[src/rtl/useq_pkg.sv]
package useq_pkg;
  localparam int unsigned UA_W   = 8;
  localparam int unsigned CTRL_W = 16;
  localparam int unsigned OP_W   = 6;
  localparam int unsigned SEQ_W  = 2;
  localparam int unsigned UI_W   = 1 + CTRL_W + SEQ_W;
  localparam int unsigned PAD_W  = UI_W - 1 - 2 - UA_W;

  typedef logic [UA_W-1:0]   uaddr_t;
  typedef logic [UI_W-1:0]   uword_t;
  typedef logic [CTRL_W-1:0] ctrl_t;
  typedef logic [OP_W-1:0]   opc_t;

  typedef enum logic [1:0] {SEQ_NEXT = 2'b00, SEQ_DISPATCH = 2'b01,
                            SEQ_FETCH = 2'b10, SEQ_SPARE = 2'b11} seq_e;
  typedef enum logic [1:0] {CC_ALWAYS = 2'b00, CC_ZERO = 2'b01,
                            CC_NONZERO = 2'b10, CC_NEG = 2'b11} cond_e;

  function automatic uword_t ctl_word(input ctrl_t c, input seq_e s);
    return {1'b0, c, s};
  endfunction

  function automatic uword_t br_word(input cond_e c, input uaddr_t t);
    return {1'b1, {PAD_W{1'b0}}, c, t};
  endfunction

  function automatic uaddr_t seq_incr(input uaddr_t a);
    return a + uaddr_t'(1);
  endfunction

  function automatic logic cond_met(input cond_e c, input logic z, input logic n);
    case (c)
      CC_ALWAYS:  return 1'b1;
      CC_ZERO:    return z;
      CC_NONZERO: return !z;
      default:    return n;
    endcase
  endfunction

  function automatic uaddr_t opcode_entry(input opc_t op);
    case (op)
      6'b000000: return 8'h10;
      6'b100011: return 8'h20;
      6'b101011: return 8'h30;
      6'b000100: return 8'h40;
      6'b000010: return 8'h50;
      default:   return 8'hF0;
    endcase
  endfunction

  function automatic uword_t ucode_at(input uaddr_t a);
    case (a)
      8'h00: return ctl_word(16'h0001, SEQ_NEXT);
      8'h01: return ctl_word(16'h0002, SEQ_DISPATCH);
      8'h10: return ctl_word(16'h0010, SEQ_NEXT);
      8'h11: return ctl_word(16'h0020, SEQ_FETCH);
      8'h20: return ctl_word(16'h0100, SEQ_NEXT);
      8'h21: return br_word(CC_NEG, 8'h24);
      8'h22: return ctl_word(16'h0200, SEQ_FETCH);
      8'h24: return ctl_word(16'h0400, SEQ_FETCH);
      8'h30: return br_word(CC_ZERO, 8'h34);
      8'h31: return ctl_word(16'h0800, SEQ_FETCH);
      8'h34: return ctl_word(16'h1000, SEQ_FETCH);
      8'h40: return br_word(CC_NONZERO, 8'h44);
      8'h41: return ctl_word(16'h2000, SEQ_FETCH);
      8'h44: return ctl_word(16'h4000, SEQ_FETCH);
      8'h50: return br_word(CC_ALWAYS, 8'h11);
      8'hF0: return ctl_word(16'h8000, SEQ_FETCH);
      default: return ctl_word(16'h0000, SEQ_FETCH);
    endcase
  endfunction
endpackage

[src/rtl/useq_store.sv]
module useq_store
  import useq_pkg::*;
(
  input  logic   clk,
  input  logic   rst_n,
  input  uaddr_t addr_nxt,
  output uword_t word_q
);
  always_ff @(posedge clk or negedge rst_n) begin
    if (!rst_n) word_q <= ucode_at('0);
    else        word_q <= ucode_at(addr_nxt);
  end
endmodule

[src/rtl/useq_dispatch.sv]
module useq_dispatch
  import useq_pkg::*;
(
  input  opc_t   opcode,
  output uaddr_t entry
);
  always_comb entry = opcode_entry(opcode);
endmodule

[src/rtl/useq_next_addr.sv]
module useq_next_addr
  import useq_pkg::*;
(
  input  uaddr_t upc_i,
  input  uword_t word_i,
  input  uaddr_t entry_i,
  input  logic   zero_i,
  input  logic   neg_i,
  output uaddr_t nxt_o,
  output ctrl_t  ctrl_o,
  output logic   is_branch_o,
  output logic   taken_o,
  output uaddr_t target_o,
  output logic   disp_o,
  output logic   ret_o
);
  seq_e  sq;
  cond_e cc;

  always_comb begin
    is_branch_o = word_i[UI_W-1];
    sq          = seq_e'(word_i[SEQ_W-1:0]);
    cc          = cond_e'(word_i[UA_W+1:UA_W]);
    target_o    = word_i[UA_W-1:0];
    taken_o     = is_branch_o && cond_met(cc, zero_i, neg_i);
    disp_o      = !is_branch_o && (sq == SEQ_DISPATCH);
    ret_o       = !is_branch_o && (sq == SEQ_FETCH);
    ctrl_o      = is_branch_o ? '0 : word_i[CTRL_W+SEQ_W-1:SEQ_W];
    if (taken_o)     nxt_o = target_o;
    else if (disp_o) nxt_o = entry_i;
    else if (ret_o)  nxt_o = '0;
    else             nxt_o = seq_incr(upc_i);
  end
endmodule

[src/rtl/useq_ctrl.sv]
module useq_ctrl
  import useq_pkg::*;
(
  input  logic              clk,
  input  logic              rst_n,
  input  logic [OP_W-1:0]   opcode_i,
  input  logic              flag_zero,
  input  logic              flag_neg,
  output logic [UA_W-1:0]   upc,
  output logic [CTRL_W-1:0] ctrl_out
);
  uaddr_t car_q, nxt, entry, br_target;
  uword_t mir;
  logic   is_branch, br_taken, disp, ret;

  always_ff @(posedge clk or negedge rst_n) begin
    if (!rst_n) car_q <= '0;
    else        car_q <= nxt;
  end

  useq_store u_store (.clk(clk), .rst_n(rst_n), .addr_nxt(nxt), .word_q(mir));

  useq_dispatch u_disp (.opcode(opcode_i), .entry(entry));

  useq_next_addr u_next (
    .upc_i(car_q), .word_i(mir), .entry_i(entry),
    .zero_i(flag_zero), .neg_i(flag_neg),
    .nxt_o(nxt), .ctrl_o(ctrl_out), .is_branch_o(is_branch),
    .taken_o(br_taken), .target_o(br_target), .disp_o(disp), .ret_o(ret)
  );

  assign upc = car_q;
endmodule

[config.mk]
export PLATFORM = sky130hd
export DESIGN_NAME = useq_ctrl
export DESIGN_NICKNAME = d
export VERILOG_FILES = /design/src/rtl/useq_pkg.sv /design/src/rtl/useq_store.sv /design/src/rtl/useq_dispatch.sv /design/src/rtl/useq_next_addr.sv /design/src/rtl/useq_ctrl.sv
export SDC_FILE = /design/constraint.sdc
export NUM_CORES = 1
export LEC_CHECK = 0
export BUFFER_PORTS_ARGS = -buffer_cell sky130_fd_sc_hd__buf_2
export CAP_MARGIN = 5
export CORE_UTILIZATION = 35
export CTS_CLUSTER_DIAMETER = 60
export DETAILED_ROUTE_END_ITERATION = 12
export GPL_ROUTABILITY_DRIVEN = 0
export PLACE_DENSITY = 0.68
export SLEW_MARGIN = 20
export SYNTH_ARGS = -nofsm -noshare
export SYNTH_HDL_FRONTEND = slang
export SYNTH_SLANG_ARGS = --single-unit
export TNS_END_PERCENT = 50
[constraint.sdc]
create_clock -name clk -period 3.3 [get_ports clk]
set_input_delay 0.495 -clock clk [delete_from_list [all_inputs] [get_ports clk]]
set_output_delay 0.495 -clock clk [all_outputs]
set_load 0.01 [all_outputs]
== Word-level counts from Yosys, hierarchy flattened ==
Index checks and enable logic that the tools add are counted.
Storage, ports and cells
  output and inout port bits: 24
  register bits: 27
  bits of input ports: 10
Operators by class
  multiplexer cells: 7
  add/sub/neg operators: 1
  equality and inequality tests: 23
  reduce and logical (&&, ||, !) cells: 8
Operators by type and width (count)
  19-bit one-hot mux with 16 select lines: 1
  8-bit by 6-bit equality test with 1-bit output, second input constant: 7
  8-bit one-hot mux with 5 select lines: 1
  8-bit by 7-bit equality test with 1-bit output, second input constant: 4
  8-bit two-way mux: 3
  8-bit by 5-bit equality test with 1-bit output, second input constant: 2
  16-bit two-way mux: 1
  6-bit equality test, second input constant: 2
  8-bit by 1-bit adder with 8-bit output, second input constant: 1
  8-bit by 1-bit equality test with 1-bit output, second input constant: 1
  8-bit equality test, second input constant: 1
  8-bit zero test: 1
  6-bit by 2-bit equality test with 1-bit output, second input constant: 1
  6-bit by 3-bit equality test with 1-bit output, second input constant: 1
  6-bit zero test: 1
  2-bit by 1-bit equality test with 1-bit output, second input constant: 2
  2-bit equality test, second input constant: 2
  1-bit logical AND: 3
  1-bit one-hot mux with 3 select lines: 1
  1-bit zero test: 2
  2-bit zero test: 1

== Logic depth before layout (Yosys ltp) ==
Gate-level depths: netlist of run 1.
  depth after elaboration: 7
  gate-level depth with buffers: 8

== Hierarchy ==
From an unflattened synthesis of run 1, not the netlist that was laid out.
Second synthesis, totals
  cell total of the unflattened synthesis: 172
  area total of the unflattened synthesis: 1641.6 µm²
By module, submodules not included
  useq_store: seq. area each 451.7 µm², area an instance 769.5 µm², instances 1, cells each 65
  useq_next_addr: seq. area each 0.0 µm², area an instance 559.3 µm², instances 1, cells each 81
  useq_ctrl: seq. area each 200.2 µm², area an instance 200.2 µm², instances 1, cells each 8
  useq_dispatch: seq. area each 0.0 µm², area an instance 112.6 µm², instances 1, cells each 18

== Least setup slack after synthesis of run 1 ==
No wires, ideal clock.
  path kind: in2reg
  start point: input flag_zero
  end point: register u_store.word_q[1]
  slack: 1.243 ns
  arrival: 1.933 ns
  buffers on the path: 0
  library setup time: 0.124 ns
  stages on the path: 6
  cell sequence: mux2i_1 o21a_4 or4_4 o22ai_4 nand2_1 a211o_1
Between the ends
  cells in the longest elaborated chain, start to end: 6
RTL lines
  start, declared: line useq_ctrl.sv:7  | input logic flag_zero,
  1-bit zero test: line useq_pkg.sv:35  | CC_NONZERO: return !z;
  1-bit one-hot mux with 3 select lines *: line useq_pkg.sv:32  | case (c)
  1-bit logical AND *: line useq_next_addr.sv:25  | taken_o = is_branch_o && cond_met(cc, zero_i, neg_i);
  8-bit two-way mux *: line useq_next_addr.sv:29  | if (taken_o) nxt_o = target_o;
  8-bit equality test, or another cell as far along: line useq_pkg.sv:52  | case (a)
  19-bit one-hot mux with 16 select lines *: line useq_pkg.sv:52
  end signal, assigned: line useq_store.sv:10  | if (!rst_n) word_q <= ucode_at('0);
  end signal, assigned: line useq_store.sv:11  | else word_q <= ucode_at(addr_nxt);
  end, declared: line useq_store.sv:7  | output uword_t word_q
Mark *: on every way between the ends. The rest lies on a longest branch, timed or not.

== Final worst setup path of run 1 ==
  start point: register u_store.word_q[18]
  end point: register u_store.word_q[11]
Between the ends
  cells in the longest elaborated chain, start to end: 7
RTL lines
  1-bit zero test: line useq_next_addr.sv:26, useq_next_addr.sv:27
  1-bit logical AND: line useq_next_addr.sv:27  | ret_o = !is_branch_o && (sq == SEQ_FETCH);
  8-bit two-way mux: line useq_next_addr.sv:31  | else if (ret_o) nxt_o = '0;
  8-bit two-way mux: line useq_next_addr.sv:30  | else if (disp_o) nxt_o = entry_i;
  8-bit two-way mux *: line useq_next_addr.sv:29
  8-bit equality test, or another cell as far along: line useq_pkg.sv:52
  19-bit one-hot mux with 16 select lines *: line useq_pkg.sv:52
Marked as above.

==> results.toml, run 1 <==
[run_status]
outcome = "finished, final reports clean"

[synthesis]
synth_cell_types = 50
ys_seq_area_share_pct = 42.3
yosys.area.top_type = "dfrtp_1"
syn_area_um2 = 1540
synth_edf_count = 0
synth_area_leaders = "dfrtp_1 (41%), nor2b_1 (6.5%), nand3_1 (2.6%)"
synthCells = 156
yosys_warnings = 0
synth_top_cell_area_share_pct = 40.6
ys.flop_type = "dfrtp_1"
avgSynthCellArea_um2 = 9.88
synthesis.nets = 167
synth-seq-cells = 26
async_flop_share_pct = 100

[timing]
finalWorstSetupSlack_ps = 873
min_period_ps = 2430
period_share_pct = 73.5
maxSlewViolCount = 0
finalSetupTns_ps = 0
hold-worst-slack_ps = 199
setup_violations = 0
slew_headroom_pct = 57.6
rsz0062_at_grt = "no"
worst_slew_pin_slew_ps = 636
hold_viol_final = 0
fmax_ghz = 0.412
fin_worst_skew_ps = 2.99

[placement]
port_buffers = 33
dpl.hpwl_mm = 2.49
place_area_um2 = 1710
place_ws_ps = 756

[global_routing]
grt_pass1_wl_mm = 5.45
grt_max_degree = 27
grt_pass1_vias = 1112
overflow = 0
grt_antenna_before_repair = 0
track_usage_pct = 15.9

[floorplan]
die_height_um = 68.4
core_area_um2 = 4120
die_x_um = 68.4
fp.dieArea_um2 = 4670
num_io_pins = 34
num_rows = 23
initial_core_util_pct = 37.5

[final_layout]
final_layout_size_suffix_gt1_share_pct = 29.0
layout.nets = 198
final_common_cell = "buf_2"
design_area_um2 = 1780
diodes = 0
final_cell_mix = "buf_2 (33), dfrtp_1 (25), nor2b_1 (16)"
syn_to_final_growth_pct = 15.3

[route]
drc_errors = 0
drt-total-wl_mm = 3.35
routed_via_density = 5.41
first_iter_violations = 85
dr.pass1.iters = 4
wl_per_cell_um = 14.2
route.vias.total = 1276
ant_nets = 0

[setup_path]
crit_required_ps = 3490
worst_setup_path_start_kind = "flip-flop"
cp-end-kind = "flip-flop"
cp_slowest_cell = "dfrtp_1"
path_class = "reg2reg"
path_cells = "nor2_2, nor4_1, o31ai_4, nand4_1, nor4b_2"
cpPeakStageDelay_ps = 630
critPathArrivalTime_ps = 2610
crit_path_max_fanout = 20

[clock_network]
ctsResizeCount = 0
clkTransAtPathRegs_ps = 90
clock_path_buffers = 2
cts_hold_buf = 0
clk_latency_ps = 270
root_buffer = "clkbuf_8"
h-tree-depth = 1
cts.sinks = 26
cts_tree = "done"
post_cts_buffers = 0
numCtsBuffers = 3

[run]
cap_viol_max_count = 0

[power]
combPwrFrac_pct = 46.9
p_seq_share_pct = 34.1
pwr-share-clk_pct = 19.0
pwr_density_cell_nw_per_um2 = 790
power.leakage_uw = 0.000841
switching_share_pct = 42.1
worst_ir_drop_vdd_uv = 272
p_int_uw = 814
p_sw_uw = 591
p_total_uw = 1400

[worst_hold_path]
hold_path.class = "in2async"
synth_stat cells, drive strengths merged (2+ instances only):
master and instances:
nand2 8, buf 4, nand3 8, nand4 3, xor2 3, clkbuf 3
nor2b 16, xnor2 4, inv 7, nand3b 4, nor4 3, a211oi 2
dfrtp 25, o21ai 9, nor3 9, o31ai 4, mux2i 3, o22ai 4
or4 2, a21oi 7, nor2 10, or3 2
metal layers:
metal | GRT usage, % | share of wire, %
met5 | 0 | 0
met1 | 20.5 | 45
met3 | 3.50 | 4.0
met4 | 4.69 | 0.95
met2 | 26.6 | 50
final timing paths:
kind,start,endpoint,slack [ps],depth (start not counted)
hold reg to reg,u_store.word_q[2],upc[2],570,2
setup / recovery,u_store.word_q[18],u_store.word_q[11],870,5
min in group clk,u_store.word_q[2],upc[2],570,2
max in group asynchronous,rst_n,u_store.word_q[2],2730,1
hold / removal,rst_n,upc[3],200,1
setup reg to reg,u_store.word_q[18],u_store.word_q[11],870,5
power groups by stage:
stage	registers, uW	logic (uW)	clock network, uW
after floorplan	464	506	0
after global placement	485	649	0
after detailed placement	485	648	0
after CTS	479	657	269
after global routing	490	728	281
final	479	659	266
critical path, delay by kind of cell, from the launching register on:
family / cells / cell delay [ps]
compound gates: 1 / 530
simple gates: 4 / 1180
flops: 1 / 630
cell families (layout without fill, tap and decap cells):
logic type,after synthesis,in the layout,share of synthesized area [%]
buffers and inverters,14,44,5.76
AO/OA/AOI/OAI,33,33,17.5
AND/OR/NAND/NOR,72,72,27.8
XOR/XNOR,7,7,3.98
adder cells (fa/ha/maj),1,1,0.812
flip-flops,26,26,42.3
multiplexers,3,3,1.95
flip-flops by register name, indices dropped and copies added, names as in the netlist:
signal and count:
upc 8, u_store.word_q 18
metrics by stage:
stage          cells  utilization, %
3_3_place_gp     232            41.5
5_1_grt          236            43.2
3_5_place_dp     232            41.5
4_1_cts          236            43.2
6_report         236            43.2
2_1_floorplan    156               -
cell type report:
| type | instances | area (um2) |
|---|---|---|
| Fill cell | 419 | 2340 |
| Clock inverter | 1 | 30.0 |
| Tap cell | 50 | 62.6 |
| Sequential cell | 26 | 652 |
| Timing Repair Buffer | 33 | 165 |
| Multi-Input combinational cell | 116 | 801 |
| Clock buffer | 3 | 41.3 |
| Inverter | 7 | 26.3 |
No activity file was read; power rests on OpenSTA's default activity.
==> run 2, diff against run 1 <==
--- a/config.mk
+++ b/config.mk
@@ -11,7 +11,7 @@
 export CTS_CLUSTER_DIAMETER = 60
 export DETAILED_ROUTE_END_ITERATION = 12
 export GPL_ROUTABILITY_DRIVEN = 0
-export PLACE_DENSITY = 0.68
+export PLACE_DENSITY = 0.7
 export SLEW_MARGIN = 20
 export SYNTH_ARGS = -nofsm -noshare
 export SYNTH_HDL_FRONTEND = slang
==> constraint.sdc (replaced) <==
create_clock -name clk -period 2.01 [get_ports clk]
set_input_delay 0.3015 -clock clk [delete_from_list [all_inputs] [get_ports clk]]
set_output_delay 0.3015 -clock clk [all_outputs]
set_load 0.01 [all_outputs]
==> results.toml, run 2 (synthesis results as in run 1) <==
[timing]
finalWorstSetupSlack_ps = -55.7
hold-worst-slack_ps = -0.299
fmax_ghz = 0.484
fin_worst_skew_ps = 11.1
hold_viol_final = 1
maxSlewViolCount = 0
min_period_ps = 2070
rsz0062_at_grt = "yes"
period_share_pct = 103
worst_slew_pin_slew_ps = 574
slew_headroom_pct = 61.7
setup_violations = 3

[setup_path]
cpPeakStageDelay_ps = 440
path_cells = "xnor2_2, nor2_4, buf_6, or4_4, o22ai_4, nand2_2, a211o_1"
cp-end-kind = "flip-flop"
worst-r2r-cell-count = 7
critPathBufInv = 1
crit_path_max_fanout = 7
crit_required_ps = 2170
r2r_slack_ps = -60
cp_slowest_cell = "dfrtp_1"
crit_family = "simple AND/OR/NAND/NOR gates"
critPathArrivalTime_ps = 2230
path_class = "reg2reg"
worst_setup_path_start_kind = "flip-flop"
crit_cells = 7

[floorplan]
die_x_um = 68.4
fp.dieArea_um2 = 4670
num_io_pins = 34
die_height_um = 68.4
core_area_um2 = 4120
num_rows = 23
initial_core_util_pct = 37.5

[power]
p_int_uw = 1720
worst_ir_drop_vdd_uv = 442
pwr-share-clk_pct = 15.6
pwr_density_cell_nw_per_um2 = 1320
p_seq_share_pct = 26.0
power.leakage_uw = 0.00107
switching_share_pct = 40.2
p_sw_uw = 1160
combPwrFrac_pct = 58.4

[route]
wl_per_cell_um = 14.8
routed_via_density = 5.36
ant_nets = 0
first_iter_violations = 112
dr.pass1.iters = 4
drt-total-wl_mm = 4.14
route.vias.total = 1501
drc_errors = 0

[run_status]
violations = "negative hold slack, negative setup slack"
outcome = "complete, but fails checks"

[clock_network]
clock_path_buffers = 2
clk_latency_ps = 280
cts_tree = "done"
cts.sinks = 26
h-tree-depth = 1
root_buffer = "clkbuf_8"
cts_hold_buf = 0
numCtsBuffers = 3
clkTransAtPathRegs_ps = 100

[global_routing]
grt_max_degree = 27
grt_antenna_before_repair = 0
grt_pass1_wl_mm = 6.25
track_usage_pct = 18.6
overflow = 0
grt_pass1_vias = 1366

[final_layout]
finalNonFillerCells = 280
regMostFlops = "u_store.word_q"
layout.nets = 242
largest_register_ffs = 18
syn_to_final_growth_pct = 41.9
final_common_cell = "buf_4"
diodes = 0
final_cell_mix = "buf_4 (41), buf_2 (33), dfrtp_1 (24)"
final_layout_size_suffix_gt1_share_pct = 48.7

[run]
cap_viol_max_count = 0

[placement]
dpl.hpwl_mm = 3.02
placedCellCount = 272
port_buffers = 33

[worst_hold_path]
hold_path.class = "in2async"
-- run 2: timing repair --
| action | CTS | global route |
|---|---|---|
| setup endpoints to repair | 14 | 18 |
| pin swaps | 1 | 5 |
| setup buffers | 0 | 4 |
| gates resized for setup | 6 | 14 |
-- run 2: power groups by stage --
stage,Clock (uW),Combinational [uW],Sequential [uW]
final,449,1680,750
after global placement,0,1450,749
after floorplan,0,831,764
after global routing,474,1830,765
after CTS,449,1520,746
after detailed placement,0,1470,753
-- run 2: path summary, 6_finish.rpt --
check	startpoint	to
setup / recovery	u_store.word_q[1]	u_store.word_q[1]
hold / removal	rst_n	upc[1]
setup reg to reg	u_store.word_q[1]	u_store.word_q[1]
hold reg to reg	u_store.word_q[3]	upc[3]
max in group asynchronous	rst_n	upc[0]
min in group clk	u_store.word_q[3]	upc[3]
-- run 2: worst register-to-register path, delay by kind of cell, from the launching register on --
kind,cells,cell delay [ps]
and+or+nand+nor,3,640
AOI/OAI and AO/OA,2,490
DFF,1,440
xor gates and xnor gates,1,250
buffers and inverters,1,140
-- run 2: final cells by class --
cell class	instances	area [um2]
clock buffer	3	41.3
clock inverter	1	30.0
fill	365	1930
inverter	7	26.3
multi-input combinational	116	867
sequential	26	653
tap	50	62.6
timing repair buffer	77	507
-- run 2: metal layers --
layer	part of all wire (%)	GRT usage [%]	vias up
met2	52	33.0	53
met3	5.0	2.50	11
met4	1.7	5.99	0
met5	0	0	-
met1	41	22.9	727
li1	-	-	710
-- run 2: stage by stage --
stage | util [%] | total power [uW] | setup slack, ps | TNS, ps | instance area [um2]
after floorplan | - | 1600 | 10.3 | 0 | 1540
after global placement | 48.8 | 2200 | -90.3 | -701 | 2010
after detailed placement | 48.8 | 2220 | -109 | -896 | 2010
after CTS | 51.3 | 2720 | -22.6 | -22.6 | 2110
after global routing | 53.1 | 3070 | -119 | -1250 | 2190
final | 53.1 | 2880 | -55.7 | -106 | 2190
==> run 3, diff against run 2 <==
--- a/config.mk
+++ b/config.mk
@@ -5,13 +5,13 @@
 export SDC_FILE = /design/constraint.sdc
 export NUM_CORES = 1
 export LEC_CHECK = 0
-export BUFFER_PORTS_ARGS = -buffer_cell sky130_fd_sc_hd__buf_2
 export CAP_MARGIN = 5
 export CORE_UTILIZATION = 35
 export CTS_CLUSTER_DIAMETER = 60
 export DETAILED_ROUTE_END_ITERATION = 12
+export DONT_BUFFER_PORTS = 1
 export GPL_ROUTABILITY_DRIVEN = 0
-export PLACE_DENSITY = 0.7
+export PLACE_DENSITY = 0.61
 export SLEW_MARGIN = 20
 export SYNTH_ARGS = -nofsm -noshare
 export SYNTH_HDL_FRONTEND = slang
==> constraint.sdc (replaced) <==
create_clock -name clk -period 2 [get_ports clk]
set_input_delay 0.3 -clock clk [delete_from_list [all_inputs] [get_ports clk]]
set_output_delay 0.3 -clock clk [all_outputs]
set_load 0.01 [all_outputs]
==> results.toml, run 3 (synthesis results as in run 1) <==
[run_status]
outcome = "complete, but fails checks"
violations = "negative setup slack"

[route]
drc_errors = 0
drt-total-wl_mm = 4.15
routed_via_density = 5.39
route.vias.total = 1320
ant_nets = 0
wl_met1_mm = 1.66
wl_met2_mm = 2.28
first_iter_violations = 59
wl_per_cell_um = 16.9
dr.pass1.iters = 4
routed-wl-met3_um = 152
highest_layer = "met4"

[global_routing]
grt_max_degree = 27
grt_pass1_wl_mm = 6.16
grt_antenna_before_repair = 0
overflow = 0
grt_pass1_vias = 1301
track_usage_pct = 18.2

[setup_path]
crit_required_ps = 2160
r2r_end = "u_store.word_q[1]"
crit_path_max_fanout = 6
worst-r2r-cell-count = 6
cp-end-kind = "flip-flop"
path_class = "reg2reg"
timing.rr.start = "u_store.word_q[9]"
critPathArrivalTime_ps = 2200
worst_setup_path_start_kind = "flip-flop"
r2r_slack_ps = -40

[power]
switching_share_pct = 41.9
p_seq_share_pct = 27.6
power.leakage_uw = 0.000890
pwr-share-clk_pct = 12.4
combPwrFrac_pct = 60.0
pwr_density_cell_nw_per_um2 = 1370
worst_ir_drop_vdd_uv = 430
p_int_uw = 1620
p_total_uw = 2800
p_sw_uw = 1170

[timing]
hold_viol_final = 0
hold-worst-slack_ps = 451
fin_worst_skew_ps = 3.20
worst_slew_pin_slew_ps = 428
setup_violations = 1
maxSlewViolCount = 0
finalWorstSetupSlack_ps = -38.0
finalSetupTns_ps = -38.0
period_share_pct = 102
slew_headroom_pct = 71.4
rsz0062_at_grt = "yes"
min_period_ps = 2040
fmax_ghz = 0.491

[final_layout]
final_layout_size_suffix_gt1_share_pct = 41.0
layout.nets = 207
syn_to_final_growth_pct = 32.5
design_area_um2 = 2040
regMostFlops = "u_store.word_q"
diodes = 0
final_util_pct = 49.7
final_common_cell = "buf_4"
largest_register_ffs = 18
final_cell_mix = "buf_4 (37), dfrtp_1 (23), nor2b_1 (16)"

[floorplan]
die_x_um = 68.4
num_rows = 23
num_io_pins = 34
core_area_um2 = 4120
fp.dieArea_um2 = 4670
initial_core_util_pct = 37.5
die_height_um = 68.4

[worst_hold_path]
hold_path.class = "in2async"

[clock_network]
numCtsBuffers = 3
clk_latency_ps = 270
clkTransAtPathRegs_ps = 90
root_buffer = "clkbuf_8"
cts.sinks = 26
cts_tree = "done"
clock_path_buffers = 2
h-tree-depth = 1

[placement]
port_buffers = 0
place_area_um2 = 1780
dpl.hpwl_mm = 3.03

[run]
cap_viol_max_count = 0
[run 3: cell count changes in the layout (fill, tap and decap cells not counted), sizes merged]
| cell | change |
|---|---|
| buf | -36 |
| bufinv | -1 |
| clkbuf | +1 |
| clkinvlp | +1 |
| dlygate4sd3 | +1 |
| inv | -1 |
[run 3: routing by layer]
metal | up-vias | track usage, %
met2 | 28 | 33.1
met5 | - | 0
met1 | 647 | 21.6
li1 | 638 | -
met3 | 7 | 3.33
met4 | 0 | 4.95
[run 3: critical path, cell delays in order (launching register included)]
cell and delay, ps:
dfrtp_1 400, and3_4 190, o21a_4 220, or4_4 510, o22ai_4 230, nand2_2 100, a211o_1 270
[run 3: repair_timing]
item                                    in CTS  in global routing
pin swaps                                    5                 10
hold buffers                                 2                  0
endpoints found under the setup margin      14                 17
setup buffers                                6                  2
gates resized for setup                      8                 18
hold endpoints to repair                    26                  0
[run 3: cell type report]
cell class	instances	area, um2
Clock buffer	4	55.1
Inverter	7	30.0
Sequential cell	26	654
Multi-Input combinational cell	116	900
Tap cell	50	62.6
Fill cell	369	2070
Timing Repair Buffer	42	342
[run 3: power by group through the flow]
stage          Clock, uW  Sequential (uW)  Combinational, uW
3_5_place_dp           0              772               1340
3_3_place_gp           0              767               1310
6_report             346              772               1680
2_1_floorplan          0              768                835
4_1_cts              349              771               1480
5_1_grt              374              795               1810
[run 3: how the worst max path moves through the flow]
stage / start / end / slack, ps
finish: u_store.word_q[9] / u_store.word_q[1] / -40
global placement: upc[0] / u_store.word_q[1] / -70
global route: u_store.word_q[9] / u_store.word_q[1] / -100
detailed placement: opcode_i[5] / u_store.word_q[11] / -100
CTS: u_store.word_q[0] / u_store.word_q[4] / 8
floorplan: upc[0] / u_store.word_q[1] / 0.3
[run 3: stage by stage]
stage,worst slack [ps],instances
after floorplan,0.317,156
after global placement,-70.6,231
after detailed placement,-105,231
after CTS,8.06,243
after global routing,-95.7,245
final,-38.0,245
